==> config.mk <==
export PLATFORM = sky130hd
export DESIGN_NAME = banked_irq_ctrl
export DESIGN_NICKNAME = d
export VERILOG_FILES = /design/src/rtl/banked_irq_ctrl_pkg.sv /design/src/rtl/irq_rst_sync.sv /design/src/rtl/irq_sync2.sv /design/src/rtl/irq_bank.sv /design/src/rtl/banked_irq_ctrl.sv
export SDC_FILE = /design/constraint.sdc
export NUM_CORES = 1
export LEC_CHECK = 0
export BUFFER_PORTS_ARGS = -buffer_cell sky130_fd_sc_hd__buf_2
export CELL_PAD_IN_SITES_DETAIL_PLACEMENT = 1
export CELL_PAD_IN_SITES_GLOBAL_PLACEMENT = 1
export CORE_MARGIN = 8
export CORE_UTILIZATION = 25
export CTS_CLUSTER_DIAMETER = 60
export CTS_CLUSTER_SIZE = 30
export DETAILED_ROUTE_END_ITERATION = 8
export GPL_ROUTABILITY_DRIVEN = 0
export HOLD_SLACK_MARGIN = 0.03
export PLACE_DENSITY_LB_ADDON = 0.05
export SLEW_MARGIN = 20
export SYNTH_ARGS = -nofsm -noshare
export SYNTH_HDL_FRONTEND = slang
export SYNTH_SLANG_ARGS = --single-unit
==> constraint.sdc <==
create_clock -name clk -period 17.26 [get_ports clk]
set_input_delay 1.726 -clock clk [delete_from_list [all_inputs] [get_ports clk]]
set_output_delay 1.726 -clock clk [all_outputs]
set_load 0.05 [all_outputs]
==> src/rtl/banked_irq_ctrl_pkg.sv <==
package banked_irq_ctrl_pkg;
  localparam int unsigned BANK_SRC   = 32;
  localparam int unsigned BANK_SHIFT = 5;   // 0x20 stride between banks
  localparam int unsigned OFS_W      = BANK_SHIFT;

  typedef enum logic [OFS_W-1:0] {
    OFS_LEVEL = 5'h00,
    OFS_MASK  = 5'h04,
    OFS_MSET  = 5'h08,
    OFS_MCLR  = 5'h0C,
    OFS_PEND  = 5'h10
  } reg_ofs_e;
endpackage

==> src/rtl/irq_rst_sync.sv <==
module irq_rst_sync (
  input  logic clk,
  input  logic rst_n,
  output logic rst_sync_n
);
  logic [1:0] stage_q;
  logic [1:0] stage_d;

  always_comb begin
    stage_d = {stage_q[0], 1'b1};
  end

  always_ff @(posedge clk or negedge rst_n) begin
    if (!rst_n) stage_q <= 2'b00;
    else        stage_q <= stage_d;
  end

  assign rst_sync_n = stage_q[1];
endmodule

==> src/rtl/irq_sync2.sv <==
module irq_sync2 #(
  parameter int unsigned WIDTH = 32
) (
  input  logic             clk,
  input  logic             rst_n,
  input  logic [WIDTH-1:0] d_i,
  output logic [WIDTH-1:0] q_o
);
  logic [WIDTH-1:0] meta_q;
  logic [WIDTH-1:0] sync_q;

  always_ff @(posedge clk or negedge rst_n) begin
    if (!rst_n) begin
      meta_q <= '0;
      sync_q <= '0;
    end else begin
      meta_q <= d_i;
      sync_q <= meta_q;
    end
  end

  assign q_o = sync_q;
endmodule

==> src/rtl/irq_bank.sv <==
module irq_bank #(
  parameter int unsigned WIDTH = 32
) (
  input  logic             clk,
  input  logic             rst_n,
  input  logic [WIDTH-1:0] level_i,
  input  logic             set_en_i,
  input  logic             clr_en_i,
  input  logic [WIDTH-1:0] wdata_i,
  output logic [WIDTH-1:0] mask_o,
  output logic [WIDTH-1:0] pend_o
);
  logic [WIDTH-1:0] mask_q;
  logic [WIDTH-1:0] mask_d;
  logic             mask_en;

  // Exactly one update port active loads the register; both active holds it.
  always_comb begin
    mask_en = set_en_i ^ clr_en_i;
    mask_d  = mask_q;
    if (set_en_i && !clr_en_i) begin
      mask_d = mask_q | wdata_i;
    end else if (clr_en_i && !set_en_i) begin
      mask_d = mask_q & ~wdata_i;
    end
  end

  always_ff @(posedge clk or negedge rst_n) begin
    if (!rst_n)       mask_q <= '1;
    else if (mask_en) mask_q <= mask_d;
  end

  assign mask_o = mask_q;
  assign pend_o = level_i & ~mask_q;
endmodule

==> src/rtl/banked_irq_ctrl.sv <==
module banked_irq_ctrl
  import banked_irq_ctrl_pkg::*;
#(
  parameter int unsigned NUM_BANKS = 2,
  parameter int unsigned ADDR_W    = 8
) (
  input  logic                          clk,
  input  logic                          rst_n,
  input  logic [NUM_BANKS*BANK_SRC-1:0] src_i,
  input  logic [ADDR_W-1:0]             bus_addr,
  input  logic [31:0]                   bus_wdata,
  input  logic                          bus_we,
  input  logic                          bus_re,
  output logic [31:0]                   bus_rdata,
  output logic                          irq_o
);
  localparam int unsigned TOTAL = NUM_BANKS * BANK_SRC;
  localparam int unsigned SEL_W = ADDR_W - BANK_SHIFT;

  logic                 rst_core_n;
  logic [TOTAL-1:0]     status_all;
  logic [TOTAL-1:0]     mask_all;
  logic [TOTAL-1:0]     pend_all;
  logic [NUM_BANKS-1:0] bank_hit;
  logic [NUM_BANKS-1:0] set_en;
  logic [NUM_BANKS-1:0] clr_en;
  logic [SEL_W-1:0]     bank_sel;
  logic [OFS_W-1:0]     reg_ofs;
  logic [31:0]          rdata_d;
  logic [31:0]          rdata_q;

  irq_rst_sync u_rst (
    .clk        (clk),
    .rst_n      (rst_n),
    .rst_sync_n (rst_core_n)
  );

  irq_sync2 #(.WIDTH(TOTAL)) u_sync (
    .clk   (clk),
    .rst_n (rst_core_n),
    .d_i   (src_i),
    .q_o   (status_all)
  );

  assign bank_sel = bus_addr[ADDR_W-1:BANK_SHIFT];
  assign reg_ofs  = bus_addr[OFS_W-1:0];

  for (genvar b = 0; b < NUM_BANKS; b++) begin : g_bank
    assign bank_hit[b] = (bank_sel == SEL_W'(b));
    assign set_en[b]   = bus_we && bank_hit[b] && (reg_ofs == OFS_MSET);
    assign clr_en[b]   = bus_we && bank_hit[b] && (reg_ofs == OFS_MCLR);

    irq_bank #(.WIDTH(BANK_SRC)) u_bank (
      .clk      (clk),
      .rst_n    (rst_core_n),
      .level_i  (status_all[b*BANK_SRC +: BANK_SRC]),
      .set_en_i (set_en[b]),
      .clr_en_i (clr_en[b]),
      .wdata_i  (bus_wdata),
      .mask_o   (mask_all[b*BANK_SRC +: BANK_SRC]),
      .pend_o   (pend_all[b*BANK_SRC +: BANK_SRC])
    );
  end

  // Read select: unmapped banks and offsets fall through to zero.
  always_comb begin
    rdata_d = '0;
    for (int b = 0; b < NUM_BANKS; b++) begin
      if (bank_hit[b]) begin
        case (reg_ofs)
          OFS_LEVEL: rdata_d = status_all[b*BANK_SRC +: BANK_SRC];
          OFS_MASK:  rdata_d = mask_all[b*BANK_SRC +: BANK_SRC];
          OFS_PEND:  rdata_d = pend_all[b*BANK_SRC +: BANK_SRC];
          default:   rdata_d = '0;
        endcase
      end
    end
  end

  always_ff @(posedge clk or negedge rst_core_n) begin
    if (!rst_core_n)  rdata_q <= '0;
    else if (bus_re)  rdata_q <= rdata_d;
  end

  assign bus_rdata = rdata_q;
  assign irq_o     = |pend_all;
endmodule

* Yosys cells after proc, flatten, opt, wreduce, memory -nomap -nowiden *
Index checks and enable logic that the tools add are counted.

storage, ports and cells
  bits in registers = 226
  input bits = 108
  output and inout port bits = 33
  logic and storage cells = 51

operators by class
  equal/unequal tests = 5
  multiplexer cells = 8
  bitwise operators = 11
  reductions and logical operators = 21

operator list
  operator                                                          number
  32-bit 2-to-1 mux                                                 6
  32-bit case mux with 3 select lines                               2
  32-bit AND                                                        4
  32-bit inverter                                                   3
  32-bit bitwise OR                                                 2
  64-bit OR reduction                                               1
  5-bit by 4-bit == test with 1-bit output (second input constant)  2
  1-bit logical AND                                                 10
  5-bit by 3-bit == test with 1-bit output (second input constant)  1
  5-bit == test (second input constant)                             1
  5-bit logical NOT                                                 1
  1-bit logical NOT                                                 4
  2-bit AND reduction                                               2
  2-bit nonzero test                                                2
  3-bit by 1-bit == test with 1-bit output (second input constant)  1
  3-bit logical NOT                                                 1
  1-bit bitwise XOR                                                 2

* Depth between registers and ports, before layout *
Gate-level depths: netlist of the first run.

  depth in word-level cells = 7
  depth in mapped cells = 8
  depth with buffers taken out = 6

* Cells and area by module *
From an unflattened synthesis of the first run, not the netlist that was laid out.

unflattened totals
  cells, all modules = 698
  area, all modules = 10010.9 sq um

by module, submodules not included
  module                       instances  cells an instance  area an instance (sq um)  sequential area each (sq um)
  irq_sync2                    1          128                3203.1                    3203.1
  banked_irq_ctrl              1          295                3047.9                    800.8
  irq_bank (g_bank[0].u_bank)  1          136                1855.5                    840.8
  irq_bank (g_bank[1].u_bank)  1          136                1850.5                    840.8
  irq_rst_sync                 1          3                  53.8                      50.0

* Least setup slack after synthesis of the first run *
No wires, ideal clock.

  kind = in2reg
  start point = in bus_addr[5]
  end point = reg with a tool-made name
  setup time = 82 ps
  arrival time = 3350 ps
  required time = 17178 ps
  setup slack = 13827 ps
  stages on the path = 8
  path buffers = 4
  cell sequence = buf_2 -> buf_4 -> clkbuf_1 -> nor3b_1 -> ha_1 -> buf_2 -> nor2b_1 -> mux2_2

RTL lines
  item                line                   RTL
  start: declaration  banked_irq_ctrl.sv:10  input logic [ADDR_W-1:0] bus_addr,

==> results.yml, run 1 <==
detailed_routing:
  drcViolationCount: 0
  vias: 6002
  wire_per_inst_um: 21.3
  wl_um: 29500
  drt-pass1-iter-count: 4
  ant_nets: 0
  viasPerCell: 4.33
  drtIter0Drc: 156
global_route:
  grt_max_degree: 169
  grt_first_pass_wirelength_um: 45200
  antenna_found_initial: 2
  grt_pass1_vias: 7172
  grt.overflow.total: 0
  grtUsageTotal: 0.133
worst_setup_path:
  crit_type: "register to primary output"
  crit_path_max_fanout: 3
  r2r_end: "u_sync.q_o[32]"
  start_kind: "register"
  reg2reg_slack_ns: 15.46
  r2r_cells: 1
  arrival_ns: 2.52
  critPathRequiredTime_ns: 15.53
  crit_path_end_kind: "primary output"
  rr_startpoint: "u_rst.stage_q[1]"
floorplan:
  num_io_pins: 141
  fp.dieW_um: 211
  dieArea_sq_um: 44700
  row_count: 71
  core_area_sq_um: 37700
  die_height_um: 211
  start_util: 0.253
sta:
  grt_setup_unrepaired: "false"
  hold_slack_ns: 0.347
  setup_violations: 0
  timing.final.ws_setup_ns: 13.01
  finalHoldViolCount: 0
  worstMarginPinSlew_ns: 0.973
  finalMaxSlewViolations: 0
  period_minus_slack_ns: 4.25
  slew_headroom: 0.352
  fin_skew_ns: 0.0142
  timing.fmax_mhz: 235
  period_share: 0.246
  tns_ns: 0
clocking:
  hold_buffers: 0
  clkSlewWorstSetupHoldPaths_ns: 0.06
  clk_latency_ns: 0.54
  cts_root_buffer: "clkbuf_16"
  cts_setup_buffers: 0
  h-tree-depth: 1
  cts_tree: "built"
  cts_sinks: 226
  numCtsBuffers: 29
  clk_path_buf_depth: 3
  cts_resized: 0
synth:
  yosysMostFrequentCell: "dfrtp_1"
  synthFlopType: "dfrtp_1"
  syn-cell-area_sq_um: 9550
  synth-seq-cells: 226
  synth_edf_count: 0
  yosys.area.top_type: "dfrtp_1"
  async_flop_share: 1.00
  yosys-top-cells-count: "162 x dfrtp_1, 64 x dfstp_2, 64 x mux2i_1, 64 x nor2b_1, 54 x mux2_2"
  synth_top_cells_by_area: "dfrtp_1 42%, dfstp_2 18%, mux2i_1 6.7%"
  syn_inst: 723
  ys_warn_count: 0
  synth_fp_nets: 833
  yosys.area.top_type_share: 0.425
  ys_types: 35
  avgSynthCellArea_sq_um: 13.2
  yosysSeqAreaShare: 0.601
hold_path:
  hold_depth: 0
  hp-start: "u_sync.meta_q[61]"
  holdCritPathClass: "register to register"
  holdPathEnd: "u_sync.q_o[61]"
placed_design:
  hpwlAfterDp_um: 19400
  place_ws_ns: 12.89
  io_buffers: 140
status:
  outcome: "finished clean"
layout:
  drive_gt1_frac: 0.400
  fin_util: 0.311
  area_delta_synth_final_pct: 22.6
  fin_nets: 963
  n_antenna_cell: 0
power:
  cellPowerDensity_nw_per_um2: 106
  vdd_ir_drop_max_v: 0.0000607
  leakage_uw: 0.00482
flow_run:
  maxCapViolations: 0
[through the flow]
stage | std cells | power (uW) | area (sq um)
finish | 1386 | 1240 | 11700
global route | 1386 | 1300 | 11700
CTS | 1386 | 1270 | 11700
detailed placement | 1333 | 640 | 10700
global placement | 1333 | 640 | 10700
floorplan | 723 | 603 | 9550
[cell families (layout without fill, tap and decap cells)]
group | count (synthesis) | after routing | synth area share
and+or+nand+nor | 126 | 126 | 0.0864
adders and majority gates | 2 | 2 | 0.00262
buffers and inverters | 96 | 248 | 0.0451
AOI/OAI and AO/OA | 144 | 144 | 0.122
DFF | 226 | 226 | 0.601
muxes | 128 | 128 | 0.143
other | 1 | 1 | 0.000393
[critical path, cell delays in order, from the launching register on]
cell and delay (ns):
dfstp_2 0.54, nand2b_1 0.22, o2111ai_1 0.24, nor4_1 0.48, nand4_1 0.23, buf_2 0.27
[where the power goes]
part	leakage [uW]	switching, uW	internal, uW
combinational	0.00172	44.4	25.3
clock	0.000482	271	344
sequential	0.00262	11.3	547
total	0.00482	326	916
[cell type report]
class / count / area (sq um)
multi-input cells: 401 / 3380
well taps: 511 / 639
clock inverters: 21 / 246
repair buffers: 147 / 768
fillers: 4111 / 26000
flip-flops and latches: 226 / 5740
inverters: 48 / 180
clock buffers: 32 / 747
[routing by layer]
metal,up-vias,track usage,part of all wire
met5,-,0,0.00081
met4,4,0.0403,0.031
met3,46,0.0269,0.041
met2,117,0.221,0.48
met1,3060,0.173,0.45
li1,2775,-,-
[how the worst max path moves through the flow]
stage,to,cells after the start,slack [ns]
after global routing,irq_o,5,12.79
after global placement,register,7,12.96
final,irq_o,5,13.01
after CTS,irq_o,5,12.87
after floorplan,bus_rdata[0],0,10.61
after detailed placement,register,7,12.89
[cell usage in the layout (no fill, tap or decap), types with 30 or more instances in the layout]
cell type    n
mux2_2      54
dfrtp_1    161
dfstp_2     64
buf_2      139
o211ai_1    31
o22ai_2     30
inv_1       48
mux2i_1     64
o21ai_0     31
nand2b_1    48
nor2b_1     64
o21a_1      31
Note: power is estimated with default switching activity, not from simulation.
==> inputs of run 2 (changes only) <==
--- a/config.mk
+++ b/config.mk
@@ -5,6 +5,7 @@
 export SDC_FILE = /design/constraint.sdc
 export NUM_CORES = 1
 export LEC_CHECK = 0
+export ABC_AREA = 1
 export BUFFER_PORTS_ARGS = -buffer_cell sky130_fd_sc_hd__buf_2
 export CELL_PAD_IN_SITES_DETAIL_PLACEMENT = 1
 export CELL_PAD_IN_SITES_GLOBAL_PLACEMENT = 1
==> constraint.sdc (replaced) <==
create_clock -name clk -period 3.86 [get_ports clk]
set_input_delay 0.386 -clock clk [delete_from_list [all_inputs] [get_ports clk]]
set_output_delay 0.386 -clock clk [all_outputs]
set_load 0.05 [all_outputs]
==> run 2 against run 1 <==
  * Combinational power grew to 8.3 times the previous value
  * Synthesized area is 1.6% higher
  * Sequential power grew to 4.8 times the previous value
  * Count of clock-buffer cells in the layout is 1 lower
  * Via count is 41% higher
  * Hold slack worse by 0.28 ns
  * Design area is 9.1% higher
  * Die area is 1.5% higher
  * Sequential cell count stayed put
  * Critical path type unchanged
  * Highest routed layer is now met4
==> results.yml, run 2 <==
detailed_routing:
  viasPerCell: 4.70
  drcViolationCount: 0
  drt-pass1-iter-count: 4
  ant_nets: 0
  vias: 8468
  wl_um: 38100
  drtIter0Drc: 407
  wire_per_inst_um: 21.2
sta:
  period_minus_slack_ns: 2.62
  slew_headroom: 0.294
  period_share: 0.678
  timing.fmax_mhz: 382
  timing.final.ws_setup_ns: 1.24
  setup_violations: 0
  finalMaxSlewViolations: 0
  grt_setup_unrepaired: "false"
  tns_ns: 0
  fin_skew_ns: 0.0106
  hold_slack_ns: 0.0622
  worstMarginPinSlew_ns: 1.06
  finalHoldViolCount: 0
synth:
  avgSynthCellArea_sq_um: 9.16
  yosysSeqAreaShare: 0.591
  synth_top_cells_by_area: "dfrtp_1 42%, dfstp_2 17%, nand4_1 9.4%"
  synthFlopType: "dfrtp_1"
  ys_types: 27
  synth_fp_nets: 1169
  synth_edf_count: 0
  syn-cell-area_sq_um: 9700
  synth-seq-cells: 226
  yosys.area.top_type: "dfrtp_1"
  ys_warn_count: 0
  yosys-top-cells-count: "227 x nand2_1, 162 x dfrtp_1, 146 x nand4_1, 102 x inv_1, 92 x a21oi_1"
  async_flop_share: 1.00
  yosys.area.top_type_share: 0.418
  yosysMostFrequentCell: "nand2_1"
  syn_inst: 1059
layout:
  fin_nets: 1371
  drive_gt1_frac: 0.222
  layout_common_cells: "227 x nand2_1, 161 x dfrtp_1, 146 x nand4_1"
  instances_no_fill: 1800
  final_common_cell: "nand2_1"
  area_delta_synth_final_pct: 31.6
worst_setup_path:
  arrival_ns: 2.23
  start_kind: "register"
  critPathMostFrequentCell: "nand2_1"
  crit_type: "register to primary output"
  path_cells: "inv_1 -> nand2_1 -> nand4_1 -> nor2_1 -> nand2_1 -> nor2_1 -> nand2_1 -> buf_2"
  crit_path_max_fanout: 3
  crit_slowest_cell: "dfstp_2"
  critPathRequiredTime_ns: 3.47
  critPathTopFamily: "simple AND/OR/NAND/NOR gates"
  critPathBufInv: 2
  max_stage_delay_ns: 0.54
  crit_path_end_kind: "primary output"
clocking:
  clk_path_buf_depth: 3
  clkSlewWorstSetupHoldPaths_ns: 0.07
  cts_sinks: 226
  cts_tree: "built"
  numCtsBuffers: 27
  cts_setup_buffers: 0
  clk_latency_ns: 0.55
  cts_root_buffer: "clkbuf_16"
  h-tree-depth: 1
global_route:
  grt.overflow.total: 0
  grtUsageTotal: 0.169
  antenna_found_initial: 1
  grt_max_degree: 119
  grt_first_pass_wirelength_um: 57900
  grt_pass1_vias: 8946
placed_design:
  hpwlAfterDp_um: 25400
  io_buffers: 140
  dp.cells: 1660
  place_ws_ns: 1.09
power:
  fin_total_pwr_uw: 5830
  leakage_uw: 0.00580
  vdd_ir_drop_max_v: 0.000282
  cellPowerDensity_nw_per_um2: 456
hold_path:
  holdCritPathClass: "input port to register"
floorplan:
  row_count: 72
  fp.dieW_um: 213
  dieArea_sq_um: 45400
  num_io_pins: 141
  core_area_sq_um: 38500
  die_height_um: 213
  start_util: 0.252
status:
  outcome: "finished clean"
flow_run:
  maxCapViolations: 0
## run 2: cell count changes in the layout (fill, tap and decap cells not counted), moves of 31 or more
cell and delta:
nand4_1 +145, nand2b_1 -48, a31oi_1 +64, dlygate4sd3_1 +90, nand3_1 +37, a21oi_1 +90
mux2i_1 -64, inv_1 +54, nor2b_1 -64, nand2_1 +226, mux2_2 -54, nor2_1 +50
o21a_1 -31
## run 2: path summary, 6_finish.rpt
check	startpoint	end	slack (ns)	cells past startpoint
min	bus_wdata[28]	register	0.06	2
max	register	irq_o	1.24	8
min in group asynchronous	rst_n	u_rst.stage_q[1]	0.13	2
min reg2reg	u_sync.meta_q[48]	u_sync.q_o[48]	0.35	0
max reg2reg	u_rst.stage_q[1]	async pin	2.54	1
max in group asynchronous	u_rst.stage_q[1]	async pin	2.54	1
## run 2: area by class of cell
| class | count | area (sq um) |
|---|---|---|
| Fill cell | 4431 | 25700 |
| Multi-Input combinational cell | 653 | 3260 |
| Inverter | 106 | 398 |
| Clock inverter | 18 | 190 |
| Clock buffer | 31 | 711 |
| Antenna cell | 1 | 2.50 |
| Tap cell | 518 | 648 |
| Sequential cell | 226 | 5740 |
| Timing Repair Buffer | 247 | 1820 |
## run 2: cells by family after synthesis
logic type / after synthesis / share of synthesized area
fa+ha+maj: 2 / 0.00258
compound gates: 176 / 0.101
other cells: 1 / 0.000387
flops: 226 / 0.591
simple gates: 474 / 0.231
buf+inv: 180 / 0.0739
## run 2: per-layer routing
metal,track usage,up-vias,routed length [um]
met5,0,-,0
met4,0.0431,0,950
met3,0.0263,56,1280
met2,0.250,157,16500
met1,0.251,4223,19400
li1,-,4032,-
## run 2: timing repair
item	4_1_cts	5_1_grt
hold buffers	90	0
gates resized for setup	0	0
endpoints found under the hold margin	116	0
## run 2: where the power goes
part / internal [uW] / switching [uW]
registers: 2560 / 119
logic: 207 / 374
clock network: 1390 / 1180
total: 4160 / 1670
## run 2: stage by stage
stage / cell area [sq um] / util
after floorplan: 9700 / -
after global placement: 11000 / 0.285
after detailed placement: 11000 / 0.285
after CTS: 12800 / 0.332
after global routing: 12800 / 0.332
final: 12800 / 0.332
